===== config.mk =====
export PLATFORM = sky130hd
export DESIGN_NAME = sar_seq_ctrl
export DESIGN_NICKNAME = d
export VERILOG_FILES = /design/src/rtl/sar_pkg.sv /design/src/rtl/sar_trig_sel.sv /design/src/rtl/sar_approx.sv /design/src/rtl/sar_result_bank.sv /design/src/rtl/sar_seq_ctrl.sv
export SDC_FILE = /design/constraint.sdc
export NUM_CORES = 1
export LEC_CHECK = 0
export BUFFER_PORTS_ARGS = -buffer_cell sky130_fd_sc_hd__buf_2
export CELL_PAD_IN_SITES_DETAIL_PLACEMENT = 1
export CELL_PAD_IN_SITES_GLOBAL_PLACEMENT = 1
export CORE_MARGIN = 8
export CORE_UTILIZATION = 49
export CTS_CLUSTER_DIAMETER = 150
export DETAILED_ROUTE_END_ITERATION = 10
export MAX_ROUTING_LAYER = met4
export PLACE_DENSITY_LB_ADDON = 0.08
export SETUP_SLACK_MARGIN = 0.1
export SLEW_MARGIN = 40
export SYNTH_ARGS = -nofsm -noshare
export SYNTH_HDL_FRONTEND = slang
export SYNTH_HIERARCHICAL = 1
export SYNTH_SLANG_ARGS = --single-unit

===== constraint.sdc =====
create_clock -name clk -period 3.24 [get_ports clk]
set_input_delay 0.162 -clock clk [delete_from_list [all_inputs] [get_ports clk]]
set_output_delay 0.162 -clock clk [all_outputs]
set_load 0.01 [all_outputs]

===== src/rtl/sar_pkg.sv =====
`timescale 1ns/1ps
package sar_pkg;
  typedef enum logic [1:0] {
    MODE_SINGLE = 2'b00,
    MODE_MULTI  = 2'b01,
    MODE_SCAN   = 2'b10,
    MODE_RSVD   = 2'b11
  } sar_mode_e;

  typedef enum logic [1:0] {
    TSRC_SW   = 2'b00,
    TSRC_TMRA = 2'b01,
    TSRC_TMRB = 2'b10,
    TSRC_EXT  = 2'b11
  } sar_tsrc_e;

  typedef enum logic [1:0] {
    SAR_IDLE   = 2'b00,
    SAR_SAMPLE = 2'b01,
    SAR_BITS   = 2'b10
  } sar_state_e;
endpackage


===== src/rtl/sar_trig_sel.sv =====
`timescale 1ns/1ps
module sar_trig_sel
  import sar_pkg::*;
(
  input  logic       clk,
  input  logic       rst_n,
  input  logic       tmr_a,
  input  logic       tmr_b,
  input  logic       ext,
  input  sar_tsrc_e  tsel,
  output logic       hit
);
  localparam int NSRC = 3;
  logic [NSRC-1:0] src, prev_q, rise;

  assign src  = {ext, tmr_b, tmr_a};
  assign rise = src & ~prev_q;

  always_ff @(posedge clk or negedge rst_n) begin
    if (!rst_n) prev_q <= '0;
    else        prev_q <= src;
  end

  always_comb begin
    unique case (tsel)
      TSRC_TMRA: hit = rise[0];
      TSRC_TMRB: hit = rise[1];
      TSRC_EXT:  hit = rise[2];
      default:   hit = 1'b0;
    endcase
  end
endmodule


===== src/rtl/sar_approx.sv =====
`timescale 1ns/1ps
module sar_approx
  import sar_pkg::*;
#(
  parameter int NBITS = 10,
  localparam int IW = $clog2(NBITS)
) (
  input  logic             clk,
  input  logic             rst_n,
  input  logic             go,
  input  logic             abort,
  input  logic             cmp_hi,
  output logic             busy,
  output logic             sample,
  output logic [NBITS-1:0] dac_code,
  output logic             done,
  output logic [NBITS-1:0] result
);
  localparam logic [NBITS-1:0] ONE = NBITS'(1);

  sar_state_e       state_q;
  logic [IW-1:0]    idx_q;
  logic [NBITS-1:0] acc_q, trial, kept;

  assign trial    = acc_q | (ONE << idx_q);
  assign kept     = cmp_hi ? trial : acc_q;
  assign dac_code = (state_q == SAR_BITS) ? trial : '0;
  assign sample   = (state_q == SAR_SAMPLE);
  assign busy     = (state_q != SAR_IDLE);
  assign done     = (state_q == SAR_BITS) && (idx_q == '0);
  assign result   = kept;

  always_ff @(posedge clk or negedge rst_n) begin
    if (!rst_n) begin
      state_q <= SAR_IDLE;
      idx_q   <= '0;
      acc_q   <= '0;
    end else if (abort) begin
      state_q <= SAR_IDLE;
    end else begin
      unique case (state_q)
        SAR_IDLE: if (go) state_q <= SAR_SAMPLE;
        SAR_SAMPLE: begin
          state_q <= SAR_BITS;
          idx_q   <= IW'(NBITS-1);
          acc_q   <= '0;
        end
        SAR_BITS: begin
          acc_q <= kept;
          if (idx_q == '0) state_q <= SAR_IDLE;
          else             idx_q   <= idx_q - 1'b1;
        end
        default: state_q <= SAR_IDLE;
      endcase
    end
  end
endmodule


===== src/rtl/sar_result_bank.sv =====
`timescale 1ns/1ps
module sar_result_bank #(
  parameter int NBITS = 10,
  parameter int NCH   = 8,
  localparam int CHW  = $clog2(NCH)
) (
  input  logic             clk,
  input  logic             rst_n,
  input  logic [NCH-1:0]   we,
  input  logic [NBITS-1:0] wdata,
  input  logic [CHW-1:0]   rd_sel,
  output logic [NBITS-1:0] rd_data
);
  logic [NCH-1:0][NBITS-1:0] regs_q;

  for (genvar i = 0; i < NCH; i++) begin : g_ch
    always_ff @(posedge clk or negedge rst_n) begin
      if (!rst_n)     regs_q[i] <= '0;
      else if (we[i]) regs_q[i] <= wdata;
    end
  end

  assign rd_data = regs_q[rd_sel];
endmodule


===== src/rtl/sar_seq_ctrl.sv =====
`timescale 1ns/1ps
module sar_seq_ctrl
  import sar_pkg::*;
#(
  parameter int NBITS = 10,
  parameter int NCH   = 8,
  localparam int CHW  = $clog2(NCH),
  localparam int CW   = CHW + 7
) (
  input  logic             clk,
  input  logic             rst_n,
  input  logic             csr_wr,
  input  logic             csr_rd,
  input  logic [CW-1:0]    csr_wdata,
  output logic [CW-1:0]    csr_rdata,
  input  logic [CHW-1:0]   rd_sel,
  output logic [NBITS-1:0] rd_data,
  input  logic             trig_tmr_a,
  input  logic             trig_tmr_b,
  input  logic             trig_ext,
  input  logic             cmp_hi,
  output logic             sample,
  output logic [NBITS-1:0] dac_code,
  output logic             irq
);
  localparam int P_MODE  = CHW;
  localparam int P_IEN   = CHW + 2;
  localparam int P_START = CHW + 3;
  localparam int P_FLAG  = CHW + 4;
  localparam int P_TSEL  = CHW + 5;

  logic [CHW-1:0]   chan_q;
  sar_mode_e        mode_q, mode_new;
  sar_tsrc_e        tsel_q;
  logic             ien_q, flag_q, armed_q;
  logic             eng_busy, eng_done, trig_hit;
  logic             cfg_open, sw_go, go, abort, commit, flag_wr0;
  logic [NBITS-1:0] eng_result;
  logic [NCH-1:0]   bank_we;

  assign cfg_open = !eng_busy;
  assign mode_new = (csr_wr && cfg_open) ? sar_mode_e'(csr_wdata[P_MODE +: 2]) : mode_q;
  assign sw_go    = csr_wr && csr_wdata[P_START];
  assign go       = cfg_open && (sw_go || trig_hit) && (mode_new == MODE_SINGLE);
  assign abort    = eng_busy && csr_wr && !csr_wdata[P_START];
  assign commit   = eng_done && !abort;
  assign flag_wr0 = csr_wr && !csr_wdata[P_FLAG];

  for (genvar i = 0; i < NCH; i++) begin : g_we
    assign bank_we[i] = commit && (chan_q == CHW'(i));
  end

  always_ff @(posedge clk or negedge rst_n) begin
    if (!rst_n) begin
      chan_q <= '0;
      mode_q <= MODE_SINGLE;
      tsel_q <= TSRC_SW;
      ien_q  <= 1'b0;
    end else if (csr_wr) begin
      ien_q <= csr_wdata[P_IEN];
      if (cfg_open) begin
        chan_q <= csr_wdata[CHW-1:0];
        mode_q <= sar_mode_e'(csr_wdata[P_MODE +: 2]);
        tsel_q <= sar_tsrc_e'(csr_wdata[P_TSEL +: 2]);
      end
    end
  end

  always_ff @(posedge clk or negedge rst_n) begin
    if (!rst_n) begin
      flag_q  <= 1'b0;
      armed_q <= 1'b0;
    end else begin
      if (commit)                   flag_q <= 1'b1;
      else if (flag_wr0 && armed_q) flag_q <= 1'b0;
      if (flag_wr0)                 armed_q <= 1'b0;
      else if (csr_rd && flag_q)    armed_q <= 1'b1;
    end
  end

  sar_trig_sel u_trig (
    .clk   (clk),
    .rst_n (rst_n),
    .tmr_a (trig_tmr_a),
    .tmr_b (trig_tmr_b),
    .ext   (trig_ext),
    .tsel  (tsel_q),
    .hit   (trig_hit)
  );

  sar_approx #(.NBITS(NBITS)) u_approx (
    .clk      (clk),
    .rst_n    (rst_n),
    .go       (go),
    .abort    (abort),
    .cmp_hi   (cmp_hi),
    .busy     (eng_busy),
    .sample   (sample),
    .dac_code (dac_code),
    .done     (eng_done),
    .result   (eng_result)
  );

  sar_result_bank #(.NBITS(NBITS), .NCH(NCH)) u_bank (
    .clk     (clk),
    .rst_n   (rst_n),
    .we      (bank_we),
    .wdata   (eng_result),
    .rd_sel  (rd_sel),
    .rd_data (rd_data)
  );

  assign csr_rdata = {tsel_q, flag_q, eng_busy, ien_q, mode_q, chan_q};
  assign irq       = flag_q & ien_q;
endmodule


==> results of run 1 <==
cells by family (layout without fill, tap and decap cells):
logic type	count (synthesis)	in the layout	synth area share [%]
buffers and inverters	32	99	3.14
DFF	109	109	51.2
AOI/OAI and AO/OA	43	43	5.35
adders and majority gates	9	9	2.11
muxes	120	120	31.4
and+or+nand+nor	67	67	6.81
state kept, by name, indices dropped and copies added (netlist names):
name and count:
u_trig/prev_q 3, ien_q 1, u_approx/acc_q 10, tsel_q 2
chan_q 3, u_approx/state_q 2, armed_q 1, u_bank/regs_q 80
u_approx/idx_q 4, flag_q 1, mode_q 2
layer usage:
layer	GRT usage [%]	up-vias
li1	-	1526
met1	24.0	1758
met2	30.4	49
met3	2.84	16
met4	7.88	0
met5	-	-
Yosys cell counts:
master | number | area, um^2
sky130_fd_sc_hd__a31o_2 | 9 | 78.8
sky130_fd_sc_hd__mux2_2 | 91 | 1020
sky130_fd_sc_hd__nand3_1 | 3 | 15.0
sky130_fd_sc_hd__a2bb2oi_2 | 1 | 15.0
sky130_fd_sc_hd__nor3b_4 | 1 | 18.8
sky130_fd_sc_hd__ha_1 | 9 | 113
sky130_fd_sc_hd__a31oi_1 | 6 | 37.5
sky130_fd_sc_hd__and3b_1 | 1 | 8.76
sky130_fd_sc_hd__nor4_1 | 1 | 6.26
sky130_fd_sc_hd__or4bb_1 | 2 | 22.5
sky130_fd_sc_hd__nand4b_1 | 1 | 8.76
sky130_fd_sc_hd__o311ai_1 | 1 | 8.76
sky130_fd_sc_hd__nand3b_1 | 4 | 30.0
sky130_fd_sc_hd__mux2_4 | 7 | 105
sky130_fd_sc_hd__buf_2 | 2 | 10.0
sky130_fd_sc_hd__nor2_2 | 1 | 6.26
sky130_fd_sc_hd__buf_6 | 4 | 45.0
sky130_fd_sc_hd__nor3_1 | 5 | 25.0
sky130_fd_sc_hd__o31a_1 | 1 | 8.76
sky130_fd_sc_hd__buf_1 | 1 | 3.75
sky130_fd_sc_hd__clkbuf_1 | 13 | 48.8
sky130_fd_sc_hd__a21o_1 | 1 | 7.51
sky130_fd_sc_hd__inv_1 | 8 | 30.0
sky130_fd_sc_hd__nand2b_1 | 7 | 43.8
sky130_fd_sc_hd__mux4_1 | 20 | 526
sky130_fd_sc_hd__dfrtp_1 | 109 | 2730
sky130_fd_sc_hd__nor2b_1 | 2 | 12.5
sky130_fd_sc_hd__a21oi_1 | 18 | 90.1
sky130_fd_sc_hd__nor2_1 | 28 | 105
sky130_fd_sc_hd__o21ai_0 | 2 | 10.0
sky130_fd_sc_hd__nand2_1 | 7 | 26.3
sky130_fd_sc_hd__mux2i_1 | 2 | 20.0
sky130_fd_sc_hd__buf_4 | 4 | 30.0
sky130_fd_sc_hd__or3b_4 | 1 | 11.3
sky130_fd_sc_hd__a211oi_1 | 1 | 7.51
sky130_fd_sc_hd__or3_1 | 1 | 6.26
sky130_fd_sc_hd__o21ai_1 | 1 | 5.00
sky130_fd_sc_hd__and4b_1 | 1 | 10.0
sky130_fd_sc_hd__and2_1 | 1 | 6.26
sky130_fd_sc_hd__o22a_1 | 1 | 8.76
sky130_fd_sc_hd__o211ai_1 | 1 | 7.51
cell type report:
type	instances	area (um^2)	area share, %
well taps	140	175	2.89
clock inverters	6	68.8	1.14
inverters	8	30.0	0.496
repair buffers	75	484	7.99
multi-input cells	239	2440	40.4
clock buffers	10	128	2.11
flip-flops and latches	109	2730	45.0
repair_timing:
action | in CTS | in global routing
hold endpoints to repair | 74 | 0
setup buffers | 0 | 0
hold buffers | 13 | 0
how the worst min path moves through the flow:
stage,start,to,slack (ns),depth (start not counted)
5_1_grt,csr_wr,armed_q,0.03,2
6_report,csr_wr,armed_q,0.03,2
3_3_place_gp,trig_tmr_b,u_trig/prev_q[1],0.29,1
4_1_cts,csr_wr,armed_q,0.003,2
3_5_place_dp,trig_tmr_b,u_trig/prev_q[1],0.29,1
2_1_floorplan,rst_n,armed_q,-0.13,0
power by group through the flow:
stage	logic, uW	clock network [uW]	registers [uW]
global route	944	933	1610
finish	852	855	1590
CTS	856	886	1590
floorplan	579	0	1600
global placement	820	0	1610
detailed placement	841	0	1610
stage by stage:
| stage | worst slack [ns] | hold slack, ns | std cells |
|---|---|---|---|
| after global routing | 0.453 | 0.0255 | 587 |
| after detailed placement | 0.624 | 0.291 | 558 |
| final | 0.627 | 0.0349 | 587 |
| after floorplan | 0.828 | -0.134 | 380 |
| after CTS | 0.609 | 0.00278 | 587 |
| after global placement | 0.705 | 0.287 | 558 |
==> run summary, run 1 <==
- relative contribution of combinational cells to total power: 25.8%
- layout filler cell count: 1081
- height of the die: 120 um
- routed length per placed instance: 21.2 um
- crit end category: register
- core utilization of the finished layout: 56.4%
- vias after detailed routing: 3349
- part of the power in the clock network: 25.9%
- worst r2r path cells: 8
- crit path launch type: register
- Synth Warn #: 6
- Iter 0 DRT Violations: 130
- master cell of the clock root buffer: sky130_fd_sc_hd__clkbuf_8
- count of port buffers added during placement: 52
- Final Cycle Share: 80.6%
- worst min-delay path class: in -> reg
- area of the core: 0.0107 mm^2
- die width: 120 um
- Min Clock Period, post-route: 2.61 ns
- Mapped Nets: 410
- Slew Limit Headroom: 54.1%
- post-route standard cell area excluding fillers: 0.00606 mm^2
- final number of max-transition violations: 0
- via count of the first global-routing pass: 3741
- classification of the worst setup path: reg -> reg
- total negative slack for setup checks: 0 ns
- CP endpoint: u_bank/regs_q[15]
- crit path launch: u_approx/idx_q[0]
- hold violation count in the final report: 0
- first-pass detailed-route iteration total: 4
- share of power burned in registers: 48.2%
- WL final: 12500 um
- outcome: finished clean
- ratio of total power to cell area: 544 mW/mm^2
- signed area change from the synthesized netlist to the final layout: 13.6%
- standby leakage power: 0.00307 uW
- overflow left after global routing: 0
- CTS tree: done
- half-perimeter wire length of the detailed placement result: 8280 um
- clock edge transition at the registers on the reported setup and hold paths: 0.10 ns
- flip-flop and latch count after synthesis: 109
- Setup Skew: 0.0121 ns
- Total Power Consumption: 3300 uW
- fraction of power spent switching nets: 34.1%
- placed cell areas: 0.00573 mm^2
- post-cts resize count: 0
- unrepaired setup endpoints after global routing: false
- Post-Synthesis Cells: 380
- top routing layer used: met4
- maximum level of the CTS H-tree: 3
- via density per instance: 5.71
- gp weighted congestion: 0.821
- measured slew at the worst slew-check pin: 0.686 ns
- synthesized area per cell: 14.0 um^2
- combined buffer and inverter count along the critical path: 2
- most common library cell in the layout ignoring fill and taps: sky130_fd_sc_hd__dfrtp_1
- final antenna diode count: 0
- amount of wire on met3 after detailed routing: 367 um
- Boundary Pins: 53
- number of buffers created by CTS: 9
- power spent charging and discharging nets: 1120 uW
- starting density of the core: 49.6%
- ANT nets after route: 0
- pin count of the biggest net entering global routing: 64
- cell-internal power: 2170 uW
- crit-path cells: inv_1, ha_1, or3b_4, nor2_1, nand2_1, nor3_1, buf_4, mux2_2
- critical path's top delay family: simple AND/OR/NAND/NOR gates
- final routed DRC violation total: 0
- number of nets in the layout: 472
- total met2 wirelength after detailed routing: 6170 um
- antenna violations before repair: 0
- delay contributed by the slowest stage of the critical path: 0.46 ns
- Distinct cells, synth: 41
- M1 wire length: 5660 um
- maximum net fanout on the critical path: 10
- Max Freq: 383 MHz
- most used cells in the layout excluding fill and tap cells: sky130_fd_sc_hd__dfrtp_1, sky130_fd_sc_hd__mux2_2, sky130_fd_sc_hd__buf_2
- logic depth of the worst path, buffers included: 8
- flop2flop setup slack: 0.63 ns
- proportion of layout cells with a drive suffix above 1: 42.5%
- Skew-Pair Late Insertion Delay: 0.38 ns
- register area share after synthesis: 51.2%
- number of placement rows: 38
- Final setup violation count: 0
- All-Layer GR Usage: 19.1%
- first-pass GRT wire length: 20700 um
- reg-to-reg critical path endpoint: u_bank/regs_q[15]
- maximum root-to-sink buffer count: 2
- data arrival time of the critical path: 2.88 ns
- cell area after synthesis: 0.00533 mm^2
- area enclosed by the die boundary: 0.0145 mm^2
- Crit path required time: 3.51 ns
- max-cap violation count: 0
- slowest stage cell, crit path: sky130_fd_sc_hd__or3b_4
- clock tree sinks: 109
- Max rail drop VDD: 327 uV
- start of the worst register-to-register path: u_approx/idx_q[0]
Power figures use the tool's default switching activity.
==> run 2: changes to the inputs <==
clock period = 2.5 ns   (was 3.24 ns; I/O delays follow)
==> run 2 against run 1 <==
Against the previous run: fmax grew 11%; register-to-register slack lost 0.49 ns; final cell count grew 2.9%; global-route usage grew 0.42 points; worst setup slack lost 0.49 ns; largest power group unchanged; clock skew shrank 0.0014 ns; clock power grew 52%; routed wire length grew 4.8%; critical path depth is the same.
==> run summary, run 2 (synthesis results as in run 1) <==
- outcome: finished clean
- unrepaired setup endpoints after global routing: false
- via density per instance: 5.70
- crit end category: register
- maximum net fanout on the critical path: 5
- worst r2r path cells: 8
- largest registers: u_bank/regs_q (80), u_approx/acc_q (10), u_approx/idx_q (4)
- Setup Skew: 0.0107 ns
- layout filler cell count: 1080
- flop2flop setup slack: 0.14 ns
- data arrival time of the critical path: 2.64 ns
- Final Cycle Share: 94.6%
- first-pass detailed-route iteration total: 4
- height of the die: 120 um
- ANT nets after route: 0
- area of the core: 0.0107 mm^2
- final number of max-transition violations: 0
- master cell of the clock root buffer: sky130_fd_sc_hd__clkbuf_8
- Total Power Consumption: 4590 uW
- routed length per placed instance: 21.6 um
- All-Layer GR Usage: 19.5%
- number of placement rows: 38
- Crit path required time: 2.77 ns
- area enclosed by the die boundary: 0.0145 mm^2
- reg-to-reg critical path endpoint: u_bank/regs_q[9]
- first-pass GRT wire length: 21200 um
- die width: 120 um
- crit path launch type: register
- final routed DRC violation total: 0
- Boundary Pins: 53
- standby leakage power: 0.00321 uW
- via count of the first global-routing pass: 3863
- crit path launch: u_approx/idx_q[1]
- ratio of total power to cell area: 721 mW/mm^2
- overflow left after global routing: 0
- clock tree sinks: 109
- half-perimeter wire length of the detailed placement result: 8370 um
- count of port buffers added during placement: 52
- starting density of the core: 49.6%
- proportion of layout cells with a drive suffix above 1: 46.8%
- max FFs per register: 80
- maximum root-to-sink buffer count: 2
- Biggest register: u_bank/regs_q
- WL final: 13100 um
- Max Freq: 423 MHz
- crit-path cells: inv_2, ha_4, or3b_4, nor2_4, nand2_4, nor4_4, buf_6, mux2_4
- start of the worst register-to-register path: u_approx/idx_q[1]
- CTS tree: done
- number of buffers created by CTS: 9
- measured slew at the worst slew-check pin: 0.628 ns
- hold violation count in the final report: 0
- Final setup violation count: 0
- Max rail drop VDD: 496 uV
- Slew Limit Headroom: 58.1%
- vias after detailed routing: 3444
- signed area change from the synthesized netlist to the final layout: 19.5%
- max-cap violation count: 0
- Skew-Pair Late Insertion Delay: 0.38 ns
- classification of the worst setup path: reg -> reg
- pin count of the biggest net entering global routing: 59
- Min Clock Period, post-route: 2.36 ns
- slowest stage cell, crit path: sky130_fd_sc_hd__dfrtp_1
- most used cells in the layout excluding fill and tap cells: sky130_fd_sc_hd__dfrtp_1, sky130_fd_sc_hd__mux2_2, sky130_fd_sc_hd__buf_2
- Iter 0 DRT Violations: 138
- final antenna diode count: 0
- most common library cell in the layout ignoring fill and taps: sky130_fd_sc_hd__dfrtp_1
- delay contributed by the slowest stage of the critical path: 0.44 ns
- total negative slack for setup checks: 0 ns
- antenna violations before repair: 0
- CP endpoint: u_bank/regs_q[9]
- gp weighted congestion: 0.805
- worst min-delay path class: in -> reg
- maximum level of the CTS H-tree: 3
- number of nets in the layout: 489
- clock edge transition at the registers on the reported setup and hold paths: 0.10 ns
run 2: cell types whose count changed in the layout (fill, tap and decap cells not counted), sizes merged:
| cell | before | now |
|---|---|---|
| clkbuf | 10 | 11 |
| bufinv | 1 | 3 |
| buf | 62 | 77 |
| inv | 11 | 10 |
| dlygate4sd3 | 13 | 14 |
| clkinvlp | 1 | 0 |
run 2: stage by stage:
| stage | instances | setup WS (ns) | cell area, um^2 | hold WS (ns) | util [%] |
|---|---|---|---|---|---|
| after global placement | 565 | 0.199 | 5800 | 0.0754 | 54.0 |
| after floorplan | 380 | 0.101 | 5340 | -0.171 | - |
| after global routing | 604 | 0.0785 | 6370 | 0.0538 | 59.3 |
| final | 604 | 0.136 | 6370 | 0.0647 | 59.3 |
| after CTS | 596 | 0.0606 | 6220 | 0.0528 | 57.9 |
| after detailed placement | 565 | 0.0742 | 5800 | 0.0803 | 54.0 |
run 2: worst min-delay path by stage:
stage / startpoint / slack, ns / endpoint / depth (start not counted)
2_1_floorplan: rst_n / -0.17 / armed_q / 0
3_3_place_gp: rst_n / 0.08 / u_approx/acc_q[3] / 1
3_5_place_dp: rst_n / 0.08 / u_approx/acc_q[3] / 1
4_1_cts: csr_wr / 0.05 / ien_q / 2
5_1_grt: csr_wr / 0.05 / ien_q / 2
6_report: csr_wr / 0.06 / ien_q / 2
run 2: area by class of cell:
type	instances	area, um^2	share of cell area, %
Multi-Input combinational cell	239	2540	39.9
Clock inverter	6	116	1.83
Clock buffer	10	128	2.00
Timing Repair Buffer	92	651	10.2
Sequential cell	109	2730	42.8
Tap cell	140	175	2.75
Inverter	8	30.0	0.471
run 2: what timing repair did:
action | 4_1_cts | 5_1_grt
gates resized for setup | 8 | 30
gates cloned | 1 | 2
endpoints found under the hold margin | 37 | 0
setup endpoints to repair | 20 | 80
setup buffers | 0 | 6
hold buffers | 14 | 0
pin swaps | 1 | 3
run 2: routing by layer:
layer | global-route usage [%] | wire (um) | up-vias
met2 | 31.7 | 6580 | 50
met4 | 4.37 | 125 | 0
met1 | 24.5 | 5920 | 1819
li1 | - | - | 1564
met5 | - | 0 | -
met3 | 4.34 | 440 | 11
run 2: where the power goes:
group          total [uW]  internal (uW)  switching [uW]
clock network        1300            675             621
logic                1220            513             712
registers            2070           1890             182
run 2: critical path: cells and delay by family, from the launching register on:
family / cells / cell delay [ns]
fa+ha+maj: 1 / 0.13
simple gates: 4 / 1.03
buf+inv: 2 / 0.33
flops: 1 / 0.44
mux: 1 / 0.31
